--- src/rtl/seq_pkg.sv ---
// Package: shared types for the stage ring sequencer.
// Assumes: none; holds only the classification of machine-clock changes.
package seq_pkg;

    // Kind of machine-clock change seen in one system-clock cycle.
    typedef enum logic [1:0] {
        EDGE_NONE = 2'd0,
        EDGE_RISE = 2'd1,
        EDGE_FALL = 2'd2
    } mclk_edge_e;

    // Width of the display copy of the short strobes.
    localparam int STAT_W = 8;

endpackage

--- src/rtl/seq_edge_detect.sv ---
// Module: seq_edge_detect
// Brings the slow machine clock into the clk domain through SYNC_STAGES flops.
// Reports a rising or falling change as a one-cycle classification.
// Assumes: mclk_i stays at each level for more than SYNC_STAGES+1 clk cycles.
// The chain does not reset to a fixed value. During reset it keeps tracking
// the input, so a level held across reset release gives no false change.
module seq_edge_detect #(
    parameter int SYNC_STAGES = 2
) (
    input  logic                 clk,
    input  logic                 mclk_i,
    output seq_pkg::mclk_edge_e  edge_o
);
    import seq_pkg::*;

    localparam int CHAIN_W = SYNC_STAGES + 1;

    logic [CHAIN_W-1:0] chain_q = '0;

    // First flop of the chain samples the asynchronous machine clock.
    always_ff @(posedge clk) begin
        chain_q[0] <= mclk_i;
    end

    // Each later flop copies its neighbour; the last one keeps the old level.
    for (genvar g = 1; g < CHAIN_W; g++) begin : g_sync
        always_ff @(posedge clk) begin
            chain_q[g] <= chain_q[g-1];
        end
    end

    // Compare the newest synchronised level with the one before it.
    always_comb begin
        edge_o = EDGE_NONE;
        if (chain_q[CHAIN_W-2] && !chain_q[CHAIN_W-1]) begin
            edge_o = EDGE_RISE;
        end else if (!chain_q[CHAIN_W-2] && chain_q[CHAIN_W-1]) begin
            edge_o = EDGE_FALL;
        end
    end

endmodule

--- src/rtl/seq_ring_core.sv ---
// Module: seq_ring_core
// The one-hot stage ring. It keeps the current stage, the stage just left and
// a ready flag. A tick moves the ring forward one stage. The ring wraps to
// stage 1 after the last stage, or after stage STOP_STAGE when stop_i is high.
// Assumes: 1 <= STOP_STAGE <= N_STAGES, and N_STAGES >= 2.
module seq_ring_core #(
    parameter int N_STAGES   = 16,
    parameter int STOP_STAGE = 8
) (
    input  logic                clk,
    input  logic                rst_n,
    input  logic                tick_i,
    input  logic                stop_i,
    output logic [N_STAGES-1:0] cur_o,
    output logic [N_STAGES-1:0] prev_o,
    output logic                ready_o
);

    localparam int LAST_IDX = N_STAGES - 1;
    localparam int STOP_IDX = STOP_STAGE - 1;

    logic [N_STAGES-1:0] cur_q;
    logic [N_STAGES-1:0] prev_q;
    logic                ready_q;
    logic                wrap;
    logic [N_STAGES-1:0] cur_next;

    // Decide whether the current stage is the one the ring ends on.
    always_comb begin
        wrap = cur_q[LAST_IDX] | (stop_i & cur_q[STOP_IDX]);
    end

    // Next one-hot position: back to stage 1 on a wrap, otherwise one step up.
    always_comb begin
        if (wrap) begin
            cur_next = {{(N_STAGES-1){1'b0}}, 1'b1};
        end else begin
            cur_next = {cur_q[N_STAGES-2:0], 1'b0};
        end
    end

    // Ring state: reset to ready, otherwise hand over one stage per tick.
    always_ff @(posedge clk) begin
        if (!rst_n) begin
            cur_q   <= {{(N_STAGES-1){1'b0}}, 1'b1};
            prev_q  <= '0;
            ready_q <= 1'b1;
        end else if (tick_i) begin
            cur_q   <= cur_next;
            prev_q  <= cur_q;
            ready_q <= 1'b0;
        end
    end

    assign cur_o   = cur_q;
    assign prev_o  = prev_q;
    assign ready_o = ready_q;

    // a reset cycle always leads to the ready state.
    a_r1_ready_after_reset: assert property (@(posedge clk)
        !rst_n |=> (cur_q == {{(N_STAGES-1){1'b0}}, 1'b1} && prev_q == '0 && ready_q));

    // with no tick, the ring holds.
    a_r2_hold_without_tick: assert property (@(posedge clk) disable iff (!rst_n)
        !tick_i |=> $stable(cur_q) && $stable(prev_q));

    // a tick that leaves the last stage lands on stage 1.
    a_r5_wrap_at_last: assert property (@(posedge clk) disable iff (!rst_n)
        (tick_i && cur_q[LAST_IDX]) |=> (cur_q[0] && prev_q[LAST_IDX]));

    // a tick that leaves the stop stage with stop high lands on stage 1.
    a_r6_stop_wrap: assert property (@(posedge clk) disable iff (!rst_n)
        (tick_i && stop_i && cur_q[STOP_IDX]) |=> cur_q[0]);

    // the ring position is always one-hot.
    a_r3_ring_onehot: assert property (@(posedge clk) disable iff (!rst_n)
        $countones(cur_q) == 1);

endmodule

--- src/rtl/seq_strobe_out.sv ---
// Module: seq_strobe_out
// Forms the short and long strobes from the ring state. Also drives the
// display vector and the registered early-stop flag.
// Assumes: STAT_W <= N_STAGES.
module seq_strobe_out #(
    parameter int N_STAGES = 16,
    parameter int STAT_W   = 8
) (
    input  logic                clk,
    input  logic                rst_n,
    input  logic [N_STAGES-1:0] cur_i,
    input  logic [N_STAGES-1:0] prev_i,
    input  logic                ready_i,
    input  logic                stop_i,
    output logic [N_STAGES-1:0] short_o,
    output logic [N_STAGES-1:0] long_o,
    output logic [STAT_W-1:0]   stat_o,
    output logic                stop_lit_o
);

    logic stop_lit_q;

    // Short strobe: the current stage only, suppressed in the ready state.
    always_comb begin
        short_o = ready_i ? '0 : cur_i;
    end

    // Long strobe: the current stage plus the one just left (one-tick overlap).
    always_comb begin
        long_o = cur_i | prev_i;
    end

    // Display copy of the lower short strobes.
    always_comb begin
        stat_o = short_o[STAT_W-1:0];
    end

    // Register the early-stop level for the display flag.
    always_ff @(posedge clk) begin
        if (!rst_n) begin
            stop_lit_q <= 1'b0;
        end else begin
            stop_lit_q <= stop_i;
        end
    end

    assign stop_lit_o = stop_lit_q;

    // never more than one short strobe at a time.
    a_r3_short_onehot: assert property (@(posedge clk) disable iff (!rst_n)
        $onehot0(short_o));

    // a short strobe always lies inside its long strobe.
    a_r4_short_inside_long: assert property (@(posedge clk) disable iff (!rst_n)
        (short_o & ~long_o) == '0);

    // one or two long strobes, never more.
    a_r4_long_pair: assert property (@(posedge clk) disable iff (!rst_n)
        ($countones(long_o) >= 1) && ($countones(long_o) <= 2));

endmodule

--- src/rtl/stage_ring_seq.sv ---
// Module: stage_ring_seq (top)
// A one-hot stage sequencer paced by both edges of a slow machine clock.
// Each stage gives a one-tick short strobe and a two-tick overlapping long
// strobe. An early-stop input ends the ring at stage 8.
// Assumes: mclk_i is much slower than clk; reset is held for at least
// SYNC_STAGES+1 cycles.
module stage_ring_seq #(
    parameter int N_STAGES    = 16,
    parameter int STOP_STAGE  = 8,
    parameter int SYNC_STAGES = 2
) (
    input  logic                        clk,
    input  logic                        rst_n,
    input  logic                        mclk_i,
    input  logic                        stop8_i,
    output logic [N_STAGES-1:0]         short_o,
    output logic [N_STAGES-1:0]         long_o,
    output logic [seq_pkg::STAT_W-1:0]  stat_o,
    output logic                        stop_lit_o
);
    import seq_pkg::*;

    mclk_edge_e          edge_kind;
    logic                tick;
    logic [N_STAGES-1:0] cur;
    logic [N_STAGES-1:0] prev;
    logic                ready;

    seq_edge_detect #(
        .SYNC_STAGES (SYNC_STAGES)
    ) u_edge (
        .clk    (clk),
        .mclk_i (mclk_i),
        .edge_o (edge_kind)
    );

    // Either kind of machine-clock change is one tick.
    always_comb begin
        tick = (edge_kind != EDGE_NONE);
    end

    seq_ring_core #(
        .N_STAGES   (N_STAGES),
        .STOP_STAGE (STOP_STAGE)
    ) u_core (
        .clk     (clk),
        .rst_n   (rst_n),
        .tick_i  (tick),
        .stop_i  (stop8_i),
        .cur_o   (cur),
        .prev_o  (prev),
        .ready_o (ready)
    );

    seq_strobe_out #(
        .N_STAGES (N_STAGES),
        .STAT_W   (STAT_W)
    ) u_out (
        .clk        (clk),
        .rst_n      (rst_n),
        .cur_i      (cur),
        .prev_i     (prev),
        .ready_i    (ready),
        .stop_i     (stop8_i),
        .short_o    (short_o),
        .long_o     (long_o),
        .stat_o     (stat_o),
        .stop_lit_o (stop_lit_o)
    );

    // a tick from the ready state always lands on stage 2.
    a_r2_first_step: assert property (@(posedge clk) disable iff (!rst_n)
        (tick && ready) |=> (short_o[1] && long_o[0] && long_o[1]));

endmodule

--- config.mk ---
export PLATFORM = sky130hd
export DESIGN_NAME = stage_ring_seq
export DESIGN_NICKNAME = d
export VERILOG_FILES = /design/src/rtl/seq_pkg.sv /design/src/rtl/seq_edge_detect.sv /design/src/rtl/seq_ring_core.sv /design/src/rtl/seq_strobe_out.sv /design/src/rtl/stage_ring_seq.sv
export SDC_FILE = /design/constraint.sdc
export NUM_CORES = 1
export LEC_CHECK = 0
export ABC_AREA = 1
export ABC_CLOCK_PERIOD_IN_PS = 1300
export BUFFER_PORTS_ARGS = -buffer_cell sky130_fd_sc_hd__buf_4
export CORE_ASPECT_RATIO = 0.7
export CORE_MARGIN = 2
export CORE_UTILIZATION = 54
export CTS_BUF_LIST = sky130_fd_sc_hd__clkbuf_8
export CTS_CLUSTER_DIAMETER = 40
export DETAILED_ROUTE_END_ITERATION = 10
export PLACE_DENSITY = 0.82
export SLEW_MARGIN = 25
export SYNTH_ARGS = -nofsm -noshare
export SYNTH_HDL_FRONTEND = slang
export SYNTH_SLANG_ARGS = --single-unit
--- constraint.sdc ---
create_clock -name clk -period 1.3 [get_ports clk]
set_clock_uncertainty 0.15 [all_clocks]
set_input_delay 0.13 -clock clk [delete_from_list [all_inputs] [get_ports clk]]
set_output_delay 0.13 -clock clk [all_outputs]
set_load 0.02 [all_outputs]
==> results of run 1 <==
==> per-layer routing <==
metal	part of all wire	vias up	wire, microns
li1	-	849	-
met1	0.35	984	2680
met2	0.46	215	3480
met3	0.11	88	853
met4	0.081	0	619
met5	0	-	0
==> power breakdown <==
part | total (W) | leakage, nW | switching [W] | internal (W)
Clock | 0.000875 | 0.0512 | 0.000445 | 0.000430
Sequential | 0.00119 | 0.311 | 0.0000298 | 0.00116
Combinational | 0.000468 | 0.802 | 0.000253 | 0.000214
==> how the worst min path moves through the flow <==
stage | startpoint | cells past startpoint | slack, ps | to
2_1_floorplan | mclk_i | 0 | 8 | u_edge.chain_q[0]
3_3_place_gp | mclk_i | 1 | 90 | u_edge.chain_q[0]
3_5_place_dp | mclk_i | 1 | 90 | u_edge.chain_q[0]
4_1_cts | u_edge.chain_q[0] | 0 | 180 | u_edge.chain_q[1]
5_1_grt | u_edge.chain_q[0] | 0 | 190 | u_edge.chain_q[1]
6_report | u_edge.chain_q[0] | 0 | 190 | u_edge.chain_q[1]
==> layout make-up <==
| class | instances | area, sq um | share of cell area |
|---|---|---|---|
| Clock buffer | 6 | 82.6 | 0.0300 |
| Clock inverter | 2 | 13.8 | 0.00500 |
| Inverter | 21 | 83.8 | 0.0304 |
| Multi-Input combinational cell | 166 | 926 | 0.336 |
| Sequential cell | 37 | 778 | 0.283 |
| Tap cell | 36 | 45.0 | 0.0164 |
| Timing Repair Buffer | 73 | 825 | 0.299 |
==> cells in the final DEF (no fill, tap or decap), types with 4 or more instances in the layout <==
cell type | synthesis | layout
buf_6 | 4 | 39
nor2_2 | 0 | 6
a21oi_1 | 16 | 15
nor2_1 | 71 | 49
clkbuf_16 | 0 | 4
buf_4 | 11 | 22
inv_1 | 19 | 18
nor2_4 | 0 | 16
nand3_1 | 13 | 13
or2_4 | 0 | 16
dfxtp_1 | 37 | 15
dfxtp_2 | 0 | 18
dfxtp_4 | 0 | 4
clkbuf_8 | 0 | 6
nand2_1 | 45 | 40
nand2_2 | 2 | 4
==> cells by family (layout without fill, tap and decap cells) <==
kind of cell / Yosys count / in the layout / synth area share
compound gates: 18 / 18 / 0.0549
buf+inv: 42 / 102 / 0.139
flops: 37 / 37 / 0.439
simple gates: 148 / 148 / 0.367
==> through the flow <==
stage	setup slack, ps	util	instance area [sq um]	TNS, ps	hold slack, ps
2_1_floorplan	-60.2	-	1720	-301	7.72
3_3_place_gp	69.7	0.704	2030	0	85.1
3_5_place_dp	12.7	0.704	2030	0	85.8
4_1_cts	-44.5	0.863	2490	-620	181
5_1_grt	-142	0.955	2750	-3660	193
6_report	-113	0.955	2750	-2130	186
==> worst register-to-register path, delay by kind of cell (launching register included) <==
family        cells  cell delay (ps)
simple gates      5              780
flops             1              360
==> sequential cells by signal, summed over array words and instances (netlist names) <==
register and cells:
u_core.ready_o 1, u_edge.chain_q 3, u_out.stop_lit_o 1, u_core.prev_o 16
u_core.cur_o 16
==> repair_timing <==
item / CTS / global route
setup endpoints to repair: 38 / 57
resized for setup: 82 / 43
setup buffers: 12 / 2
pin swaps: 7 / 14
hold endpoints to repair: 7 / 0
hold buffers: 3 / 0
cloned: 0 / 5
==> results.md, run 1 <==
* M2 GR Usage at 0.444
* Top cells by area, synth: dfxtp_1 44%, nor2_1 16%, nand2_1 10%, or2_2 5.9%, buf_4 4.9%
* Achievable frequency at 0.708 GHz
* Ys Warns at 0
* H-tree lvl count at 2
* Share of cells above drive strength 1 at 0.489
* Clock Latency Late Sink at 300 ps
* Vias at 2136
* Slew @ Worst Pin at 291 ps
* RSZ-0062 raised after global routing: yes
* Chip Height at 50.7 microns
* Dpl cells at a little over 300
* DRC at 0
* Area leader, netlist: dfxtp_1
* CP bufs+invs at 2
* Slew headroom at 0.805
* Global-route wire length before repair at 7580 microns
* Die Wd at 70.8 microns
* CTS buffer count at 5
* CP Launch Point: u_core.cur_o[14]
* Clock Sinks at 37
* Fin crit period at 1410 ps
* Max cap viols at 0
* Failing checks: negative setup slack
* Root buf cell: clkbuf_8
* CP peak stage delay at ~380 ps
* Top-level port count at 45
* GR Util met1 at 0.340
* R2r startpoint: u_core.cur_o[7]
* Full die area at 3590 sq um
* Initial antenna violation count at 0
* Most instantiated cells after synthesis: 71 x nor2_1, 45 x nand2_1, 37 x dfxtp_1
* Tcrit/Tclk final at 1.09
* Drt first pass iters at 6
* Post-DP HPWL at 2550 microns
* Global Route Usage Sum at 0.274
* Fin cells at 341
* CP Depth at 3
* Critical path cell sequence: inv_1 > nor2_1 > buf_4
* R2R Path End: u_core.cur_o[14]
* Slowest stage cell, crit path: dfxtp_2
* Ys async rst share at 0
* Sequential area share after synthesis at 0.439
* Antenna-violating nets left at 0
* Outcome: finished, violations left
* VDD IR max at 0.00116 V
* TritonCTS clock tree: done
* CTS max path bufs at 2
* Rows at 16
* Worst Hold Class: reg2reg
* Number of synthesized flops with an enable pin at 0
* CP required at roughly 1000 ps
* Fin. Hold Viols at 0
* CP endpoint: short_o[14]
* Drt wl/cell at around 22 microns
* Power per cell area at 918 nW/um^2
* Worst setup EP type: output pin
* CORE AREA at 2880 sq um
* Area grow syn2layout at 63.4%
* Congestion Overflow GR at 0
* Mean Syn Cell Area at a little under 7 sq um
* Final WS setup at -113 ps
* Ys flop type: dfxtp_1
* Starting density of the core at 0.585
* Routability cong. at 0.762
* Vias in the first global route at 1647
* Met3 GRT Util at 0.0723
* Final Max Slew Viols at 0
* Overall power at 0.00253 W
* Pleak at 1.16 nW
* Top Family by Delay on Critical Path: flip-flops
* Worst Setup Start Kind: register
* #FFs+latches synth at 37
* Violation count after the first detailed-route iteration at 270
* Most instantiated library cell after synthesis: nor2_1
* Synth cell types at 16
* Ant. Diodes at 0
* Share of the synthesized area in the top cell type at 0.439
* Crit path max fanout at 4
* WP data arrival at 1130 ps
* Largest net degree at the start of global routing at 33
* Syn Nets at between 200 and 250
* Synth Instances at 245
* Worst r2r path cells at 5
* # port buffers at 44
* FILL cells at 69
* Post-layout nets at 308
* Reg clk slew, reported paths at 80 ps
* Flop2flop setup slack at -70 ps
* Drt total wl at between 7000 and 8000 microns
* DR vias/cell at 6.26
* Mapped cell area at 1690 sq um
* WS Path Type: reg2out
* Top Usage Layer GRT: met2
* Final setup viols at 53
Power figures use the tool's default switching activity.
==> run 2: changes to the inputs <==
- CORE_UTILIZATION: 54 -> 51
- CTS_BUF_LIST: sky130_fd_sc_hd__clkbuf_8 -> sky130_fd_sc_hd__clkbuf_4 sky130_fd_sc_hd__clkbuf_8 sky130_fd_sc_hd__clkbuf_16
- PLACE_DENSITY: 0.82 -> 0.78
==> run 2 against run 1 <==
Against the previous run: die area is 5.5% higher; clock power is 21% higher; largest power group unchanged; critical path depth unchanged; the flow still finishes with violations (negative setup slack); non-clock buffer count is 7 lower; register-to-register slack better by 110 ps; flip-flop and latch count did not move; count of clock-buffer cells in the layout did not move; final area is 2.9% lower; core utilization decreased by 11 points; combinational power is 13% lower.
==> results.md, run 2 (same netlist as run 1, synthesis figures left out) <==
* Outcome: finished, violations left (unchanged)
* Fin cells at 336 (was 341)
* CORE AREA at 3150 sq um (was 2880 sq um)
* Power per cell area at 989 nW/um^2 (was 918 nW/um^2)
* Antenna-violating nets left at 0 (unchanged)
* Commonest non-fill, non-tap cells in the layout: 55 x nor2_1, 40 x nand2_1, 38 x buf_6, 18 x inv_1, 18 x dfxtp_2 (was 49 x nor2_1, 40 x nand2_1, 39 x buf_6, 22 x buf_4)
* DRC at 0 (unchanged)
* WP data arrival at 1090 ps (was 1130 ps)
* VDD IR max at 0.000905 V (was 0.00116 V)
* Hold Crit Depth at 0 (unchanged)
* End point of the worst hold path: u_edge.chain_q[1] (unchanged)
* CP peak stage delay at 380 ps (about the same)
* TritonCTS clock tree: done (unchanged)
* CTS buffer count at 5 (unchanged)
* H-tree lvl count at 2 (unchanged)
* Slew @ Worst Pin at 277 ps (was 291 ps)
* Worst Setup Start Kind: register (unchanged)
* Critical path cell sequence: buf_16 > nor2_4 > buf_6 (was inv_1 > nor2_1 > buf_4)
* Dpl cells at 310 (was 311)
* Max cap viols at 0 (unchanged)
* Clock Latency Late Sink at 300 ps (about the same)
* WS Path Type: reg2out (unchanged)
* CTS max path bufs at 2 (unchanged)
* Vias at 1798 (was 2136)
* Congestion Overflow GR at 0 (unchanged)
* Routability cong. at 0.788 (was 0.762)
* Violation count after the first detailed-route iteration at 214 (was 270)
* Failing checks: negative setup slack (unchanged)
* R2r startpoint: u_edge.chain_q[1] (was u_core.cur_o[7])
* Fin crit period at 1370 ps (was 1410 ps)
* Global-route wire length before repair at 7400 microns (was 7580 microns)
* Achievable frequency at 0.730 GHz (was 0.708 GHz)
* Largest net degree at the start of global routing at 33 (unchanged)
* Drt first pass iters at 4 (was 6)
* Drt total wl at 5230 microns (was 7630 microns)
* R2R Path End: u_core.cur_o[7] (was u_core.cur_o[14])
* CP bufs+invs at 2 (unchanged)
* FILL cells at 166 (was 69)
* Worst Min Path Start: u_edge.chain_q[0] (unchanged)
* Post-DP HPWL at 2490 microns (was 2550 microns)
* Ant. Diodes at 0 (unchanged)
* Die Wd at 72.7 microns (was 70.8 microns)
* Chip Height at 52.1 microns (was 50.7 microns)
* # port buffers at 44 (unchanged)
* Root buf cell: clkbuf_8 (unchanged)
* Tcrit/Tclk final at 1.05 (was 1.09)
* Fin. Hold Viols at 0 (unchanged)
* Global Route Usage Sum at 0.264 (was 0.274)
* CP required at 1020 ps (about the same)
* Area grow syn2layout at 58.6% (was 63.4%)
* Worst Hold Class: reg2reg (unchanged)
* Vias in the first global route at 1600 (was 1647)
* Flop2flop setup slack at 40 ps (was -70 ps)
* Crit path max fanout at 8 (was 4)
* Design Area, Final at 2670 sq um (was 2750 sq um)
* Reg clk slew, reported paths at 80 ps (about the same)
* Final WS setup at -70.4 ps (was -113 ps)
* Worst r2r path cells at 7 (was 5)
* Commonest non-fill, non-tap cell in the layout: nor2_1 (unchanged)
* Share of cells above drive strength 1 at 0.453 (was 0.489)
* Slowest stage cell, crit path: dfxtp_4 (was dfxtp_2)
* DP Area at 2020 sq um (was 2030 sq um)
* Worst setup EP type: output pin (unchanged)
* Post-layout nets at 301 (was 308)
* Drt wl/cell at 15.6 microns (was 22.4 microns)
* Full die area at 3790 sq um (was 3590 sq um)
* RSZ-0062 raised after global routing: yes (unchanged)
* Slew headroom at 0.814 (was 0.805)
* Final setup viols at 25 (was 53)
* Final design utilization at 0.849 (was 0.955)
* Final Max Slew Viols at 0 (unchanged)
* Top Family by Delay on Critical Path: flip-flops (unchanged)
* Initial antenna violation count at 0 (unchanged)
* DR vias/cell at 5.35 (was 6.26)
* Top-level port count at 45 (unchanged)
* Pleak at 1.13 nW (was 1.16 nW)
* Hold WS at 193 ps (was 186 ps)
* Rows at 17 (was 16)
* Starting density of the core at 0.535 (was 0.585)
* Clock Sinks at 37 (unchanged)
[run 2: what timing repair did]
action / in CTS / in global routing
endpoints found under the hold margin: 7 / 0
pin swaps: 9 / 7
cloned: 1 / 3
buffers inserted: 8 / 3
setup endpoints to repair: 41 / 50
hold buffers: 3 / 0
resized for setup: 91 / 18
[run 2: worst register-to-register path, delay by kind of cell (launching register included)]
| family | cells | cell delay (ps) |
|---|---|---|
| simple gates | 5 | 410 |
| flops | 1 | 370 |
| buf+inv | 2 | 240 |
[run 2: layer usage]
metal	vias to the layer above	track usage	wire, microns
li1	836	-	-
met1	855	0.332	2130
met2	93	0.435	2480
met3	14	0.0601	470
met4	0	0.117	143
met5	-	0	0
[run 2: how the worst max path moves through the flow]
stage | startpoint | end | slack, ps | cells after the start
after floorplan | u_core.ready_o | stat_o[3] | -60 | 4
after global placement | u_core.cur_o[7] | u_core.cur_o[10] | 110 | 5
after detailed placement | u_core.cur_o[7] | u_core.cur_o[3] | 40 | 5
after CTS | u_core.ready_o | short_o[10] | -70 | 3
after global routing | u_core.ready_o | short_o[1] | -90 | 3
final | u_core.ready_o | short_o[7] | -70 | 3
[run 2: cell type report]
| type | instances | area (sq um) | share of cell area |
|---|---|---|---|
| Clock buffer | 6 | 82.6 | 0.0309 |
| Clock inverter | 2 | 37.5 | 0.0140 |
| Inverter | 21 | 81.3 | 0.0304 |
| Multi-Input combinational cell | 166 | 878 | 0.328 |
| Sequential cell | 37 | 778 | 0.291 |
| Tap cell | 38 | 47.5 | 0.0178 |
| Timing Repair Buffer | 66 | 768 | 0.287 |
[run 2: per-stage QoR]
| stage | setup WS, ps | TNS, ps | power (W) |
|---|---|---|---|
| after floorplan | -60.2 | -301 | 0.00140 |
| after global placement | 109 | 0 | 0.00148 |
| after detailed placement | 42.7 | 0 | 0.00148 |
| after CTS | -65.3 | -1250 | 0.00259 |
| after global routing | -94.1 | -2150 | 0.00271 |
| final | -70.4 | -1380 | 0.00264 |
[run 2: where the power goes]
part,internal [W],switching (W)
Sequential,0.00116,0.0000253
Combinational,0.000192,0.000216
Clock,0.000624,0.000432
Total,0.00197,0.000673
==> run 3: changes to the inputs <==
==> constraint.sdc (replaced) <==
create_clock -name clk -period 1.3 [get_ports clk]
set_clock_uncertainty 0.15 [all_clocks]
set_input_delay 0.065 -clock clk [delete_from_list [all_inputs] [get_ports clk]]
set_output_delay 0.065 -clock clk [all_outputs]
set_load 0.02 [all_outputs]
==> run 3 against run 2 <==
Against the previous run: the flow now finishes without violations; sequential share of layout area grew 5.1 points; flip-flop and latch count is the same; worst setup slack better by 75 ps; first-iteration DRC count shrank 60%; critical path depth shrank 1; final cell count decreased by 3.3%; critical endpoint is now short_o[13]; wire length down 25%; combinational power fell by 28%; clock power shrank 20%; fmax grew 5.8%; total power fell by 12%.
==> results.md, run 3 (same netlist as run 1, synthesis figures left out) <==
* # port buffers at 44 (unchanged)
* Clock Latency Late Sink at 290 ps (was 300 ps)
* Largest net degree at the start of global routing at 33 (unchanged)
* Full die area at 3790 sq um (unchanged)
* Top-level port count at 45 (unchanged)
* Achievable frequency at 0.772 GHz (was 0.730 GHz)
* CTS max path bufs at 2 (unchanged)
* Fin. Hold Viols at 0 (unchanged)
* Initial antenna violation count at 0 (unchanged)
* Antenna-violating nets left at 0 (unchanged)
* WS Path Type: reg2out (unchanged)
* Reg clk slew, reported paths at 80 ps (about the same)
* Area grow syn2layout at 34.2% (was 58.6%)
* Vias at 1573 (was 1798)
* Routability cong. at 0.791 (was 0.788)
* Multi-input gate area at 733 sq um (was 878 sq um)
* Worst Hold Class: in2reg (was reg2reg)
* Final setup viols at 0 (was 25)
* R2r startpoint: u_edge.chain_q[1] (unchanged)
* Drt total wl at 3910 microns (was 5230 microns)
* CORE AREA at 3150 sq um (unchanged)
* Tcrit/Tclk final at 0.996 (was 1.05)
* Drt first pass iters at 4 (unchanged)
* CTS buffer count at 5 (unchanged)
* Clock Sinks at 37 (unchanged)
* Dpl ws at -0.894 ps (was 42.7 ps)
* Global-route wire length before repair at 5810 microns (was 7400 microns)
* Register area at 774 sq um (was 778 sq um)
* Ant. Diodes at 0 (unchanged)
* Flop2flop setup slack at 60 ps (was 40 ps)
* VDD IR max at 0.000661 V (was 0.000905 V)
* Drt wl/cell at 12.0 microns (was 15.6 microns)
* Commonest non-fill, non-tap cells in the layout: 67 x nor2_1, 44 x nand2_1, 35 x buf_4, 19 x inv_1, 18 x dfxtp_1 (was 55 x nor2_1, 40 x nand2_1, 38 x buf_6, 18 x inv_1, 18 x dfxtp_2)
* CP required at 1090 ps (was 1020 ps)
* RSZ-0062 raised after global routing: yes (unchanged)
* R2R Path End: u_core.cur_o[1] (was u_core.cur_o[7])
* Vias in the first global route at 1288 (was 1600)
* Final Max Slew Viols at 0 (unchanged)
* Worst Setup Start Kind: register (unchanged)
* H-tree lvl count at 2 (unchanged)
* WP data arrival at 1080 ps (was 1090 ps)
* Congestion Overflow GR at 0 (unchanged)
* Overall power at 0.00232 W (was 0.00264 W)
* Worst r2r path cells at 7 (unchanged)
* CP endpoint: short_o[13] (was short_o[7])
* Final WS setup at 5.05 ps (was -70.4 ps)
* Post-layout nets at 290 (was 301)
* Starting density of the core at 0.535 (unchanged)
* Commonest non-fill, non-tap cell in the layout: nor2_1 (unchanged)
* Final design utilization at 0.719 (was 0.849)
* Worst Min Path Start: stop8_i (was u_edge.chain_q[0])
* Rows at 17 (unchanged)
* Slew @ Worst Pin at 263 ps (was 277 ps)
* DR vias/cell at 4.84 (was 5.35)
* Violation count after the first detailed-route iteration at 85 (was 214)
* Power per cell area at 1030 nW/um^2 (was 989 nW/um^2)
* FILL cells at 258 (was 166)
* Outcome: complete, no violations (was finished, violations left)
* Crit path max fanout at 17 (was 8)
* Share of cells above drive strength 1 at 0.362 (was 0.453)
* Global Route Usage Sum at 0.202 (was 0.264)
* Die Wd at 72.7 microns (unchanged)
* Max cap viols at 0 (unchanged)
* Chip Height at 52.1 microns (unchanged)
* Pleak at 1.03 nW (was 1.13 nW)
* CP Launch Point: u_core.ready_o (unchanged)
* Slew headroom at 0.824 (was 0.814)
* Post-DP HPWL at 2290 microns (was 2490 microns)
* TritonCTS clock tree: done (unchanged)
* Worst setup EP type: output pin (unchanged)
* Root buf cell: clkbuf_8 (unchanged)
* Fin crit period at 1290 ps (was 1370 ps)
* DRC at 0 (unchanged)
-- run 3: what timing repair did --
item / CTS / global route
hold endpoints to repair: 7 / 0
setup buffers: 0 / 2
resized for setup: 10 / 35
endpoints found under the setup margin: 28 / 47
cloned: 0 / 2
hold buffers: 3 / 0
-- run 3: area by class of cell --
class / instances / area share
Timing Repair Buffer: 55 / 0.234
Clock buffer: 6 / 0.0365
Tap cell: 38 / 0.0210
Clock inverter: 2 / 0.00608
Sequential cell: 37 / 0.342
Inverter: 21 / 0.0360
Multi-Input combinational cell: 166 / 0.324
-- run 3: worst min path at each step --
stage	endpoint	slack, ps	cells past startpoint
4_1_cts	u_edge.chain_q[1]	180	0
5_1_grt	u_edge.chain_q[1]	200	0
3_5_place_dp	u_edge.chain_q[0]	20	1
3_3_place_gp	u_edge.chain_q[0]	20	1
6_report	u_core.cur_o[0]	180	5
2_1_floorplan	u_edge.chain_q[0]	-60	0
-- run 3: critical path, stage by stage (launching register included) --
cell	delay, ps
dfxtp_4	430
nor2_1	190
buf_4	170
-- run 3: where the power goes --
| group | switching, W | internal, W |
|---|---|---|
| Sequential | 0.0000314 | 0.00115 |
| Combinational | 0.000160 | 0.000133 |
| Clock | 0.000414 | 0.000429 |
| Total | 0.000606 | 0.00172 |
-- run 3: through the flow --
| step | cells | hold WS, ps | cell area (sq um) | setup TNS (ps) |
|---|---|---|---|---|
| finish | 325 | 176 | 2260 | 0 |
| global route | 325 | 203 | 2260 | -228 |
| CTS | 321 | 185 | 2110 | 0 |
| detailed placement | 310 | 20.8 | 1960 | -0.894 |
| global placement | 310 | 20.2 | 1960 | 0 |
| floorplan | 245 | -57.3 | 1690 | -651 |
-- run 3: per-layer routing --
layer,wire [microns],global-route usage,share of wire,up-vias
met3,295,0.0523,0.075,3
met5,0,0,0,-
li1,-,-,-,813
met4,23,0.0741,0.0059,0
met1,1870,0.280,0.48,701
met2,1720,0.303,0.44,56
